<file path="src/rtl/fprot_pkg.sv">
package fprot_pkg;
  localparam int LVL_W    = 3;
  localparam int SEC_W    = 6;
  localparam int NUM_SEC  = 1 << SEC_W;
  localparam int FLOOR_W  = SEC_W + 1;
  localparam int ADDR_W   = 22;
  localparam int SEC_LSB  = ADDR_W - SEC_W;

  typedef enum logic [1:0] {
    OP_PAGE_PROG = 2'b00,
    OP_SEC_ERASE = 2'b01,
    OP_BULK      = 2'b10,
    OP_RSVD      = 2'b11
  } op_e;

  // Lowest protected sector for a protect level; NUM_SEC means none.
  function automatic logic [FLOOR_W-1:0] level_floor(input logic [LVL_W-1:0] lvl);
    int span;
    if (lvl == '0) return FLOOR_W'(NUM_SEC);
    if (lvl == '1) return '0;
    span = 1 << (int'(lvl) - 1);
    return FLOOR_W'(NUM_SEC - span);
  endfunction
endpackage

</file>
<file path="src/rtl/fprot_level_reg.sv">
module fprot_level_reg
  import fprot_pkg::*;
(
  input  logic             clk,
  input  logic             rst_n,
  input  logic             we,
  input  logic [LVL_W-1:0] wdata,
  output logic [LVL_W-1:0] level
);
  always_ff @(posedge clk or negedge rst_n) begin
    if (!rst_n)  level <= '0;
    else if (we) level <= wdata;
  end

  // level holds unless strobed
  a_r2_level_holds: assert property (@(posedge clk) disable iff (!rst_n)
    !we |=> $stable(level));
  a_r2_level_loads: assert property (@(posedge clk) disable iff (!rst_n)
    we |=> level == $past(wdata));
endmodule

</file>
<file path="src/rtl/fprot_range.sv">
module fprot_range
  import fprot_pkg::*;
(
  input  logic [LVL_W-1:0]   level,
  output logic [FLOOR_W-1:0] floor_sec,
  output logic               any_prot,
  output logic               bulk_ok
);
  assign floor_sec = level_floor(level);
  assign any_prot  = (level != '0);
  assign bulk_ok   = (level == '0);

  // floor and any flag agree
  always_comb begin
    a_r3_floor_consistent: assert (any_prot == (floor_sec < FLOOR_W'(NUM_SEC)));
  end
endmodule

</file>
<file path="src/rtl/fprot_decide.sv">
module fprot_decide
  import fprot_pkg::*;
(
  input  logic               clk,
  input  logic               rst_n,
  input  logic               valid,
  input  logic [1:0]         op,
  input  logic [ADDR_W-1:0]  addr,
  input  logic [FLOOR_W-1:0] floor_sec,
  input  logic               bulk_ok,
  output logic               grant,
  output logic               deny
);
  logic [SEC_W-1:0] sec_idx;
  logic             sec_hit;
  logic             allow;

  assign sec_idx = addr[ADDR_W-1:SEC_LSB];
  assign sec_hit = ({1'b0, sec_idx} >= floor_sec);

  always_comb begin
    unique case (op_e'(op))
      OP_PAGE_PROG, OP_SEC_ERASE: allow = !sec_hit;
      OP_BULK:                    allow = bulk_ok;
      default:                    allow = 1'b0;
    endcase
  end

  always_ff @(posedge clk or negedge rst_n) begin
    if (!rst_n) begin
      grant <= 1'b0;
      deny  <= 1'b0;
    end else begin
      grant <= valid & allow;
      deny  <= valid & !allow;
    end
  end

  // exactly one response per request
  a_r7_one_response: assert property (@(posedge clk) disable iff (!rst_n)
    valid |=> (grant ^ deny));
  a_r7_quiet: assert property (@(posedge clk) disable iff (!rst_n)
    !valid |=> !grant && !deny);
  // bulk erase never granted while protected
  a_r6_bulk_guard: assert property (@(posedge clk) disable iff (!rst_n)
    (valid && op == 2'b10 && !bulk_ok) |=> deny);
  // reserved op and protected sector never granted
  a_r5_sector_guard: assert property (@(posedge clk) disable iff (!rst_n)
    (valid && op != 2'b10 && sec_hit) |=> !grant);
endmodule

</file>
<file path="src/rtl/fprot_gate.sv">
module fprot_gate
  import fprot_pkg::*;
(
  input  logic        clk,
  input  logic        rst_n,
  input  logic        lvl_we,
  input  logic [2:0]  lvl_wdata,
  input  logic        req_valid,
  input  logic [1:0]  req_op,
  input  logic [21:0] req_addr,
  output logic        req_grant,
  output logic        req_deny,
  output logic        prot_any,
  output logic [6:0]  prot_floor
);
  logic [LVL_W-1:0]   level;
  logic [FLOOR_W-1:0] floor_sec;
  logic               bulk_ok;

  fprot_level_reg u_lvl (
    .clk(clk), .rst_n(rst_n), .we(lvl_we), .wdata(lvl_wdata), .level(level)
  );

  fprot_range u_rng (
    .level(level), .floor_sec(floor_sec), .any_prot(prot_any), .bulk_ok(bulk_ok)
  );

  fprot_decide u_dec (
    .clk(clk), .rst_n(rst_n), .valid(req_valid), .op(req_op), .addr(req_addr),
    .floor_sec(floor_sec), .bulk_ok(bulk_ok), .grant(req_grant), .deny(req_deny)
  );

  assign prot_floor = floor_sec;

  // responses idle right after reset release
  a_r1_no_spurious: assert property (@(posedge clk) disable iff (!rst_n)
    (req_grant || req_deny) |-> $past(req_valid));
endmodule

</file>
<file path="config.mk">
export PLATFORM = sky130hd
export DESIGN_NAME = fprot_gate
export DESIGN_NICKNAME = d
export VERILOG_FILES = /design/src/rtl/fprot_pkg.sv /design/src/rtl/fprot_level_reg.sv /design/src/rtl/fprot_range.sv /design/src/rtl/fprot_decide.sv /design/src/rtl/fprot_gate.sv
export SDC_FILE = /design/constraint.sdc
export NUM_CORES = 1
export LEC_CHECK = 0
export BUFFER_PORTS_ARGS = -buffer_cell sky130_fd_sc_hd__buf_2
export CAP_MARGIN = 10
export CORE_MARGIN = 2
export CORE_UTILIZATION = 41
export CTS_CLUSTER_DIAMETER = 150
export DETAILED_ROUTE_END_ITERATION = 16
export PLACE_DENSITY = 0.86
export RECOVER_POWER = 100
export SLEW_MARGIN = 5
export SYNTH_ARGS = -nofsm -noshare
export SYNTH_HDL_FRONTEND = slang
export SYNTH_SLANG_ARGS = --single-unit
</file>
<file path="constraint.sdc">
create_clock -name clk -period 6.5 [get_ports clk]
set_clock_uncertainty 0.1 [all_clocks]
set_input_delay 1.95 -clock clk [delete_from_list [all_inputs] [get_ports clk]]
set_output_delay 1.95 -clock clk [all_outputs]
set_load 0.01 [all_outputs]
</file>
After elaboration in Yosys (flattened, before gate mapping)
Index checks and enable logic that the tools add are counted.
{"block": "word_totals", "register_bits": 5, "latchBits": 0, "ramBits": 0, "mem_bits_ro": 0, "inputBits": 31, "output_inout_bits": 10, "mem_count": 0}
{"block": "op_classes", "n_addsub": 2, "multipliers": 0, "div_mod_pow": 0, "order_cmp": 1, "n_eq_ne": 3, "shifts": 1, "muxes": 8, "n_bitwise": 2, "reduce_logical": 6}
{"op": "<< shifter 1 x 32 -> 7 bit (first input constant)", "n": 1}
{"op": "2-to-1 mux 7 bit", "n": 4}
{"op": ">= comparator 6 x 7 -> 1 bit", "n": 1}
{"op": "subtractor 7 bit (first input constant)", "n": 1}
{"op": "subtractor 3 x 1 -> 4 bit (second input constant)", "n": 1}
{"op": "equality test 3 bit (second input constant)", "n": 1}
{"op": "zero test 3 bit", "n": 1}
{"op": "2-to-1 mux 1 bit", "n": 3}
{"op": "nonzero test 3 bit", "n": 1}
{"op": "AND 1 bit", "n": 2}
{"op": "equality test 2 x 1 -> 1 bit (second input constant)", "n": 1}
{"op": "equality test 2 bit (second input constant)", "n": 1}
{"op": "zero test 1 bit", "n": 2}
{"op": "zero test 2 bit", "n": 1}
{"op": "case mux 1 bit (2 select lines)", "n": 1}
{"op": "OR reduction 2 bit", "n": 1}

Longest topological paths before layout
Gate-level depths: netlist of run 1.
{"block": "depth", "ltp_word": 10, "mapped_depth": 15, "mapped_depth_nobuf": 15}

Modules after synthesis
From an unflattened synthesis of run 1, not the netlist that was laid out.
{"block": "hier_totals", "cells_unflattened": 85, "hier_area_um2": 709.4}
{"module": "fprot_range", "instances": 1, "cells_per_inst": 51, "area_per_inst_um2": 357.8}
{"module": "fprot_decide", "instances": 1, "cells_per_inst": 28, "area_per_inst_um2": 242.7}
{"module": "fprot_level_reg", "instances": 1, "cells_per_inst": 6, "area_per_inst_um2": 108.9}

Worst setup path after synthesis of run 1
Ideal clock, no wire load.
{"block": "synth_path", "path_kind": "register to output", "from": "register u_lvl.level[0]", "to": "output port prot_floor[6]", "arrival_ns": 2.280, "setup_slack_ns": 2.170, "path_stages_with_launch": 10, "path_buffers": 0, "cell_sequence": "dfrtp_1 -> inv_1 -> ha_1 -> xnor2_2 -> nand2_2 -> or2_2 -> ha_1 -> xor2_1 -> o311ai_2 -> and2_1"}
{"block": "synth_via", "elab_chain_len": 5, "word_cells_on_any_way": 11}
{"element": "from (decl)", "line_no": "fprot_level_reg.sv:8", "text": "output logic [LVL_W-1:0] level"}
{"element": "from (signal assigned)", "line_no": "fprot_level_reg.sv:12", "text": "else if (we) level <= wdata;"}
{"element": "subtractor 3 x 1 -> 4 bit / equality test 3 bit (equally long branches)", "line_no": "fprot_pkg.sv:21, fprot_pkg.sv:20"}
{"element": "<< shifter 1 x 32 -> 7 bit / 2-to-1 mux 1 bit (equally long branches)", "line_no": "fprot_pkg.sv:21, fprot_pkg.sv:20"}
{"element": "subtractor 7 bit / 2-to-1 mux 1 bit (equally long branches)", "line_no": "fprot_pkg.sv:22, fprot_pkg.sv:20"}
{"element": "2-to-1 mux 7 bit", "line_no": "fprot_pkg.sv:21", "text": "span = 1 << (int'(lvl) - 1);"}
{"element": "2-to-1 mux 7 bit *", "line_no": "fprot_pkg.sv:20", "text": "if (lvl == '1) return '0;"}
{"element": "to (decl)", "line_no": "fprot_gate.sv:14", "text": "output logic [6:0] prot_floor"}
Every way passes the cells marked *; elsewhere a longest branch is shown, timed or not. The select of a mux whose other input is x is not followed.

Worst setup path after layout of run 1
Same ends and word-level chain as after synthesis.

==> impl_metrics.yaml, run 1 <==
clock_tree:
  hold_buffers: 0
  clockBufferDepth: 2
  cts_buffers: 3
  clk_pin_slew_worst_paths_ns: 0.04
  postCtsSetupBuffers: 0
  clock_sinks: 5
  tritoncts: "built"
  cts_resized: 0
  htree_levels: 1
  clkLatencyLatePin_ns: 0.23
  root_buffer: "clkbuf_4"
critical_path:
  cp-end-kind: "primary output"
  crit_type: "reg -> out"
  critPathMaxFanout: 7
  start_kind: "flop"
  cp.arrival_ns: 3.10
  cp_data_required_time_ns: 4.45
  reg2reg_depth: 14
  reg2reg_slack_ns: 3.02
finish:
  finish.utilization_pct: 50.3
  area_delta_synth_final_pct: 18.5
  drive_gt1_share_pct: 18.8
  regArea_um2: 125
  instances_no_fill: 134
  multi_input_area_um2: 537
  fin_nets: 162
  antennaDiodeCount: 0
  nFillCells: 156
sta:
  slew_headroom_pct: 63.7
  period_share_pct: 79.3
  finalHoldViolations: 0
  fin_setup_tns_ns: 0
  slew_viol_final: 0
  max_freq_mhz: 194
  tightest_slew_ns: 0.540
  final.min_clock_period_ns: 5.15
  rsz0062_at_grt: "no"
  setup_violations: 0
  hold_slack_ns: 0.535
logic_synthesis:
  postSynth.asyncResetShare_pct: 100
  synthCells: 90
  ys_types: 33
  yosysTopAreaCell: "ha_1"
  synth_area_per_cell_um2: 7.88
  yosys_warnings: 0
  synth_area_leaders: "ha_1 (23%), dfrtp_1 (18%), nand2_1 (6.9%), o21ai_0 (4.2%), a21oi_1 (3.5%)"
  ys_ff_latch: 5
  synth_edf_count: 0
  synth_top_area_share_pct: 22.9
  synthTopCellsByCount: "ha_1 (13), nand2_1 (13), inv_1 (6), o21ai_0 (6)"
  synth.net_count: 134
  yosysSeqAreaShare_pct: 17.6
  syn-cell-area_um2: 709
  yosys_most_used_dff: "dfrtp_1"
detailed_routing:
  drc: 0
  via_count: 714
  post_drt_wl_per_cell_um: 10.3
  drt_first_iter_violations: 27
  via_per_inst: 5.33
  antenna_left: 0
  drt_first_pass_iters: 4
  postRouteWirelength_um: 1380
global_route:
  grt_pass1_wl_um: 2170
  antenna_found_initial: 0
  grtUsageTotal_pct: 14.5
  grt_pass1_vias: 561
  overflow: 0
  grt_max_degree: 11
placed_design:
  numPortBuffers: 24
  hpwl_um: 1180
  placedCellCount: 130
  gp_congestion: 0.839
worst_hold_path:
  hold_depth: 2
  hp-class: "reg -> reg"
outcome:
  status: "finished, final reports clean"
die:
  row_count: 15
  io_pins: 41
  die_h_um: 45.6
  start_util_pct: 42.5
  die_x_um: 45.6
  core_um2: 1670
  die_area_um2: 2080
job:
  maxCapViolCount: 0
pwr:
  leakagePower_nw: 0.416
  power_density_nw_per_um2: 213
  vdd_drop_max_uv: 149
==> metal layers <==
metal	part of all wire, %	wire (um)	global-route usage, %	vias to the layer above
met5	0	0	0	-
met3	6.2	86	5.56	0
met4	0	0	2.35	0
met2	51	700	24.5	23
met1	43	596	17.7	317
li1	-	-	-	374
==> placed cells by master, fill, tap and decap left out <==
| cell type | n |
|---|---|
| buf_2 | 15 |
| nand4_1 | 1 |
| o21ai_0 | 6 |
| a21bo_1 | 1 |
| mux2i_1 | 1 |
| a211o_1 | 1 |
| a21o_1 | 2 |
| clkbuf_1 | 10 |
| nand2b_1 | 1 |
| dfrtp_1 | 5 |
| o21ai_2 | 1 |
| o221ai_1 | 1 |
| ha_1 | 13 |
| inv_1 | 6 |
| xor2_1 | 2 |
| nor3_1 | 2 |
| o311ai_0 | 1 |
| a31o_1 | 1 |
| or3_1 | 1 |
| a211oi_1 | 1 |
| or2_2 | 2 |
| and2_0 | 1 |
| a31oi_1 | 1 |
| and2_1 | 2 |
| o211ai_1 | 1 |
| a21oi_1 | 5 |
| nand2_2 | 1 |
| nand3_1 | 5 |
| nor2_1 | 5 |
| o21a_1 | 1 |
| clkbuf_4 | 3 |
| o31ai_1 | 1 |
| nand2_1 | 14 |
| xnor2_1 | 2 |
| nor2b_1 | 1 |
==> final cells by class <==
| type | count | area share [%] |
|---|---|---|
| Sequential cell | 5 | 14.9 |
| Tap cell | 17 | 2.53 |
| Clock buffer | 4 | 3.13 |
| Multi-Input combinational cell | 78 | 63.8 |
| Timing Repair Buffer | 24 | 12.9 |
| Inverter | 6 | 2.68 |
==> stage by stage <==
step / cell area [um^2] / total power [mW] / setup WS (ns)
after CTS: 870 / 0.189 / 1.65
final: 841 / 0.179 / 1.35
after global routing: 841 / 0.200 / 1.11
after global placement: 843 / 0.149 / 1.91
after floorplan: 709 / 0.122 / 2.17
after detailed placement: 843 / 0.152 / 1.91
==> registers in the layout (all words and copies together) (netlist names) <==
register     count
u_dec.deny       1
u_dec.grant      1
u_lvl.level      3
==> cell families after synthesis <==
family,share of synthesized area [%]
simple gates,24.2
xor+xnor,6.00
buf+inv,4.23
fa+ha+maj,22.9
flops,17.6
mux,1.41
compound gates,23.6
==> worst max-delay path, stage by stage, from the launching register on <==
cell and delay [ns]:
dfrtp_1 0.42, inv_1 0.10, ha_1 0.24, xnor2_1 0.47, nand2_2 0.10, or2_2 0.30
ha_1 0.26, xor2_1 0.18, o311ai_0 0.48, and2_1 0.20, buf_2 0.12
==> where the power goes <==
| part | internal (mW) | total [mW] | switching (mW) |
|---|---|---|---|
| combinational | 0.0452 | 0.106 | 0.0612 |
| sequential | 0.0351 | 0.0377 | 0.00263 |
| clock | 0.0232 | 0.0351 | 0.0120 |
| total | 0.103 | 0.179 | 0.0758 |
==> path summary, 6_finish.rpt <==
kind	start	to
max in group asynchronous	rst_n	u_lvl.level[0]
worst max register to register	u_lvl.level[0]	u_dec.deny
worst max-delay path	u_lvl.level[0]	prot_floor[6]
worst min register to register	u_lvl.level[2]	u_dec.deny
min in group asynchronous	rst_n	u_dec.grant
worst min-delay path	u_lvl.level[2]	u_dec.deny
(Power assumes the default switching activity.)
==> run 2, diff against run 1 <==
==> constraint.sdc (replaced) <==
create_clock -name clk -period 4.8 [get_ports clk]
set_clock_uncertainty 0.1 [all_clocks]
set_input_delay 1.44 -clock clk [delete_from_list [all_inputs] [get_ports clk]]
set_output_delay 1.44 -clock clk [all_outputs]
set_load 0.01 [all_outputs]
==> run 2 against run 1 <==
Register-to-register slack worse by 1.6 ns. Via count is 0.14% lower. First-iteration DRC count is 22% lower. Die area stayed put. Routed wire length is 0.72% higher. Sequential cell count stayed put. Sequential share of layout area is 0.26 points lower. Critical path depth stayed put. Largest power group unchanged.
==> impl_metrics.yaml, run 2 (same netlist as run 1, synthesis figures left out) <==
detailed_routing:
  antenna_left: 0
  post_drt_wl_per_cell_um: 10.4
  drc: 0
  postRouteWirelength_um: 1390
  drt_first_pass_iters: 4
  via_per_inst: 5.32
  via_count: 713
  drt_first_iter_violations: 21
clock_tree:
  cts_resized: 0
  clk_pin_slew_worst_paths_ns: 0.05
  htree_levels: 1
  postCtsSetupBuffers: 0
  clkLatencyLatePin_ns: 0.23
  hold_buffers: 0
  clockBufferDepth: 2
  cts_buffers: 3
  root_buffer: "clkbuf_4"
  clock_sinks: 5
  tritoncts: "built"
finish:
  layout_common_cells: "buf_2 (15), nand2_1 (14), ha_1 (13)"
  area_delta_synth_final_pct: 20.6
  layout_commonest_cell: "buf_2"
  largest_reg_flops: 3
  reg_top3: "u_lvl.level x3, u_dec.deny x1, u_dec.grant x1"
  drive_gt1_share_pct: 20.5
  finish.utilization_pct: 51.2
  postLayoutCellArea_um2: 856
  antennaDiodeCount: 0
  nFillCells: 154
  top_register: "u_lvl.level"
  fin_nets: 162
pwr:
  cell_internal_pwr_uw: 143
  p_clk_share_pct: 19.2
  power_density_nw_per_um2: 290
  vdd_drop_max_uv: 203
  combPwrFrac_pct: 60.1
  p_sw_uw: 105
  p_sw_share_pct: 42.5
  p_seq_share_pct: 20.7
  leakagePower_nw: 0.423
sta:
  finalHoldViolations: 0
  rsz0062_at_grt: "no"
  fin_setup_tns_ns: 0
  final.min_clock_period_ns: 4.32
  period_share_pct: 90.0
  setup_slack_ns: 0.481
  tightest_slew_ns: 0.361
  setup_violations: 0
  slew_viol_final: 0
  max_freq_mhz: 232
  slew_headroom_pct: 75.8
critical_path:
  critPathMaxFanout: 7
  startpoint: "u_lvl.level[0]"
  cp-endpoint: "prot_floor[6]"
  start_kind: "flop"
  cp_data_required_time_ns: 3.26
  crit_type: "reg -> out"
  cp.arrival_ns: 2.78
  critical-path-top-delay-family: "simple AND/OR/NAND/NOR gates"
  timing.rr.start: "u_lvl.level[0]"
  reg2reg_to: "u_dec.deny"
  cp_slowest_cell: "dfrtp_1"
  worstPathCellList: "inv_1 > ha_1 > xnor2_2 > nand2_2 > or2_2 > ha_1 > xor2_1 > o311ai_2 > and2_1 > buf_2"
  reg2reg_slack_ns: 1.46
  crit_top_cell: "ha_1"
  slowest_delay_ns: 0.42
  cp-end-kind: "primary output"
  cp.depth: 10
  crit_buf_inv: 2
  reg2reg_depth: 14
die:
  core_um2: 1670
  die_area_um2: 2080
  start_util_pct: 42.5
  io_pins: 41
  row_count: 15
  die_x_um: 45.6
  die_h_um: 45.6
global_route:
  grt_pass1_wl_um: 2170
  antenna_found_initial: 0
  overflow: 0
  grt_pass1_vias: 561
  grt_max_degree: 11
  grtUsageTotal_pct: 14.5
worst_hold_path:
  hold_start: "u_lvl.level[2]"
  hp-class: "reg -> reg"
placed_design:
  numPortBuffers: 24
  hpwl_um: 1180
  dp_worst_setup_slack_ns: 0.722
  gp_congestion: 0.839
  postPlaceCellArea_um2: 843
job:
  maxCapViolCount: 0
outcome:
  status: "finished, final reports clean"
==> run 2: cell counts in the layout (fill, tap and decap cells not counted) <==
No cell type changed its count.
==> run 2: metal layers <==
layer,vias up,wire [um],global-route usage [%]
met5,-,0,0
met4,0,0,2.35
met3,0,87,5.56
met2,24,693,24.5
met1,315,610,17.7
li1,374,-,-
==> run 2: power groups by stage <==
stage | Sequential (mW) | Combinational [mW] | Clock, mW
CTS | 0.0512 | 0.155 | 0.0501
global placement | 0.0518 | 0.150 | 0
detailed placement | 0.0518 | 0.154 | 0
finish | 0.0513 | 0.149 | 0.0476
floorplan | 0.0532 | 0.112 | 0
global route | 0.0518 | 0.169 | 0.0551
==> run 2: tightest hold or removal path, cell delays in order (launching register included) <==
cell and delay, ns:
dfrtp_1 0.44, nand4_1 0.11, o221ai_1 0.07
==> run 2: area by class of cell <==
class | count | area (um^2) | area share (%)
inverters | 6 | 22.5 | 2.63
flip-flops and latches | 5 | 125 | 14.6
well taps | 17 | 21.3 | 2.49
repair buffers | 24 | 109 | 12.7
clock buffers | 4 | 26.3 | 3.07
multi-input cells | 78 | 552 | 64.5
==> run 2: how the worst min path moves through the flow <==
stage | end | slack, ns | depth (start not counted)
after floorplan | u_lvl.level[1] | 0.51 | 2
after global placement | u_dec.deny | 0.56 | 2
after detailed placement | u_lvl.level[0] | 0.57 | 2
after CTS | u_dec.deny | 0.58 | 2
after global routing | u_dec.deny | 0.63 | 2
final | u_dec.deny | 0.56 | 2
==> run 2: stage by stage <==
stage          hold WS (ns)  cells  total power, mW
6_report              0.564    134            0.248
2_1_floorplan         0.513     90            0.165
3_5_place_dp          0.573    130            0.206
3_3_place_gp          0.564    130            0.202
4_1_cts               0.577    134            0.256
5_1_grt               0.626    134            0.276
==> run 3, diff against run 2 <==
--- a/config.mk
+++ b/config.mk
@@ -11,7 +11,7 @@
 export CORE_UTILIZATION = 41
 export CTS_CLUSTER_DIAMETER = 150
 export DETAILED_ROUTE_END_ITERATION = 16
-export PLACE_DENSITY = 0.86
+export PLACE_DENSITY = 0.76
 export RECOVER_POWER = 100
 export SLEW_MARGIN = 5
 export SYNTH_ARGS = -nofsm -noshare
==> run 3 against run 2 <==
Non-clock buffer count is the same. Final cell count unchanged. Sequential cell count unchanged. Worst hold slack improved by 0.020 ns.
==> impl_metrics.yaml, run 3 (same netlist as run 1, synthesis figures left out) <==
finish:
  nFillCells: 177
  reg_top3: "u_lvl.level x3, u_dec.deny x1, u_dec.grant x1"
  layout_common_cells: "buf_2 (17), nand2_1 (14), ha_1 (13)"
  area_delta_synth_final_pct: 21.0
  drive_gt1_share_pct: 22.2
  fin_nets: 162
  multi_input_area_um2: 552
  regArea_um2: 125
  antennaDiodeCount: 0
  largest_reg_flops: 3
  layout_commonest_cell: "buf_2"
  top_register: "u_lvl.level"
detailed_routing:
  drt_first_iter_violations: 4
  postRouteWirelength_um: 1480
  post_drt_wl_per_cell_um: 11.1
  drt_first_pass_iters: 2
  via_count: 721
  via_per_inst: 5.38
  antenna_left: 0
  drc: 0
job:
  maxCapViolCount: 0
global_route:
  grt_pass1_wl_um: 2620
  grt_pass1_vias: 690
  grt_max_degree: 11
  antenna_found_initial: 0
  overflow: 0
  grtUsageTotal_pct: 17.2
critical_path:
  timing.rr.start: "u_lvl.level[0]"
  reg2reg_to: "u_dec.deny"
  cp.arrival_ns: 2.87
  slowest_delay_ns: 0.42
  cp_data_required_time_ns: 3.26
  worstPathCellList: "inv_1 > ha_1 > xnor2_2 > nand2_2 > or2_2 > ha_1 > xor2_1 > o311ai_2 > and2_1 > buf_2"
  critPathMaxFanout: 7
  cp-end-kind: "primary output"
  crit_top_cell: "ha_1"
  reg2reg_slack_ns: 1.33
  reg2reg_depth: 15
  cp_slowest_cell: "dfrtp_1"
  start_kind: "flop"
  crit_type: "reg -> out"
clock_tree:
  clk_pin_slew_worst_paths_ns: 0.04
  root_buffer: "clkbuf_4"
  postCtsSetupBuffers: 0
  clock_sinks: 5
  cts_resized: 0
  hold_buffers: 0
  cts_buffers: 3
  htree_levels: 1
  clkLatencyLatePin_ns: 0.24
  clockBufferDepth: 2
  tritoncts: "built"
outcome:
  status: "finished, final reports clean"
worst_hold_path:
  hold_depth: 2
  hold_end: "u_lvl.level[1]"
  hp-class: "reg -> reg"
  hold_start: "u_lvl.level[1]"
die:
  start_util_pct: 42.5
  row_count: 15
  die_area_um2: 2080
  die_h_um: 45.6
  die_x_um: 45.6
  core_um2: 1670
  io_pins: 41
placed_design:
  gp_congestion: 0.744
  numPortBuffers: 24
  dp_worst_setup_slack_ns: 0.636
sta:
  final.min_clock_period_ns: 4.41
  slew_headroom_pct: 74.5
  fin_setup_tns_ns: 0
  setup_slack_ns: 0.387
  slew_viol_final: 0
  setup_violations: 0
  period_share_pct: 91.9
  rsz0062_at_grt: "no"
  finalHoldViolations: 0
  tightest_slew_ns: 0.381
  hold_slack_ns: 0.584
  max_freq_mhz: 227
pwr:
  power_density_nw_per_um2: 294
  vdd_drop_max_uv: 177
  leakagePower_nw: 0.430
  total_power_uw: 252
[run 3: layout make-up]
class                           count  share of cell area (%)
Sequential cell                     5                    14.6
Multi-Input combinational cell     78                    64.3
Tap cell                           17                    2.48
Inverter                            6                    2.62
Clock buffer                        4                    3.06
Timing Repair Buffer               24                    13.0
[run 3: worst max-delay path, delay by kind of cell, from the launching register on]
family	cells	cell delay [ns]
compound gates	1	0.32
flops	1	0.42
buf+inv	2	0.23
xor+xnor	2	0.55
simple gates	3	0.57
fa+ha+maj	2	0.53
[run 3: worst max-delay path by stage]
stage	slack, ns	to	from
3_5_place_dp	0.64	prot_floor[6]	u_lvl.level[0]
3_3_place_gp	0.68	prot_floor[6]	u_lvl.level[0]
4_1_cts	0.37	prot_floor[6]	u_lvl.level[0]
6_report	0.39	prot_floor[6]	u_lvl.level[0]
5_1_grt	0.19	prot_floor[6]	u_lvl.level[0]
2_1_floorplan	0.98	prot_floor[6]	u_lvl.level[0]
[run 3: through the flow]
stage / cell area [um^2] / util (%) / cells
floorplan: 709 / - / 90
global placement: 843 / 50.5 / 130
detailed placement: 843 / 50.5 / 130
CTS: 870 / 52.1 / 134
global route: 858 / 51.4 / 134
finish: 858 / 51.4 / 134
[run 3: report_power, final]
| group | total, mW | internal (mW) | switching [mW] |
|---|---|---|---|
| Combinational | 0.153 | 0.0653 | 0.0872 |
| Sequential | 0.0514 | 0.0476 | 0.00383 |
| Clock | 0.0483 | 0.0314 | 0.0169 |
| Total | 0.252 | 0.144 | 0.108 |
[run 3: routing by layer]
layer	vias to the layer above	global-route usage [%]	share of wire, %
met4	0	7.06	1.1
li1	373	-	-
met1	328	18.3	43
met5	-	0	0
met3	2	2.38	4.3
met2	18	33.0	51
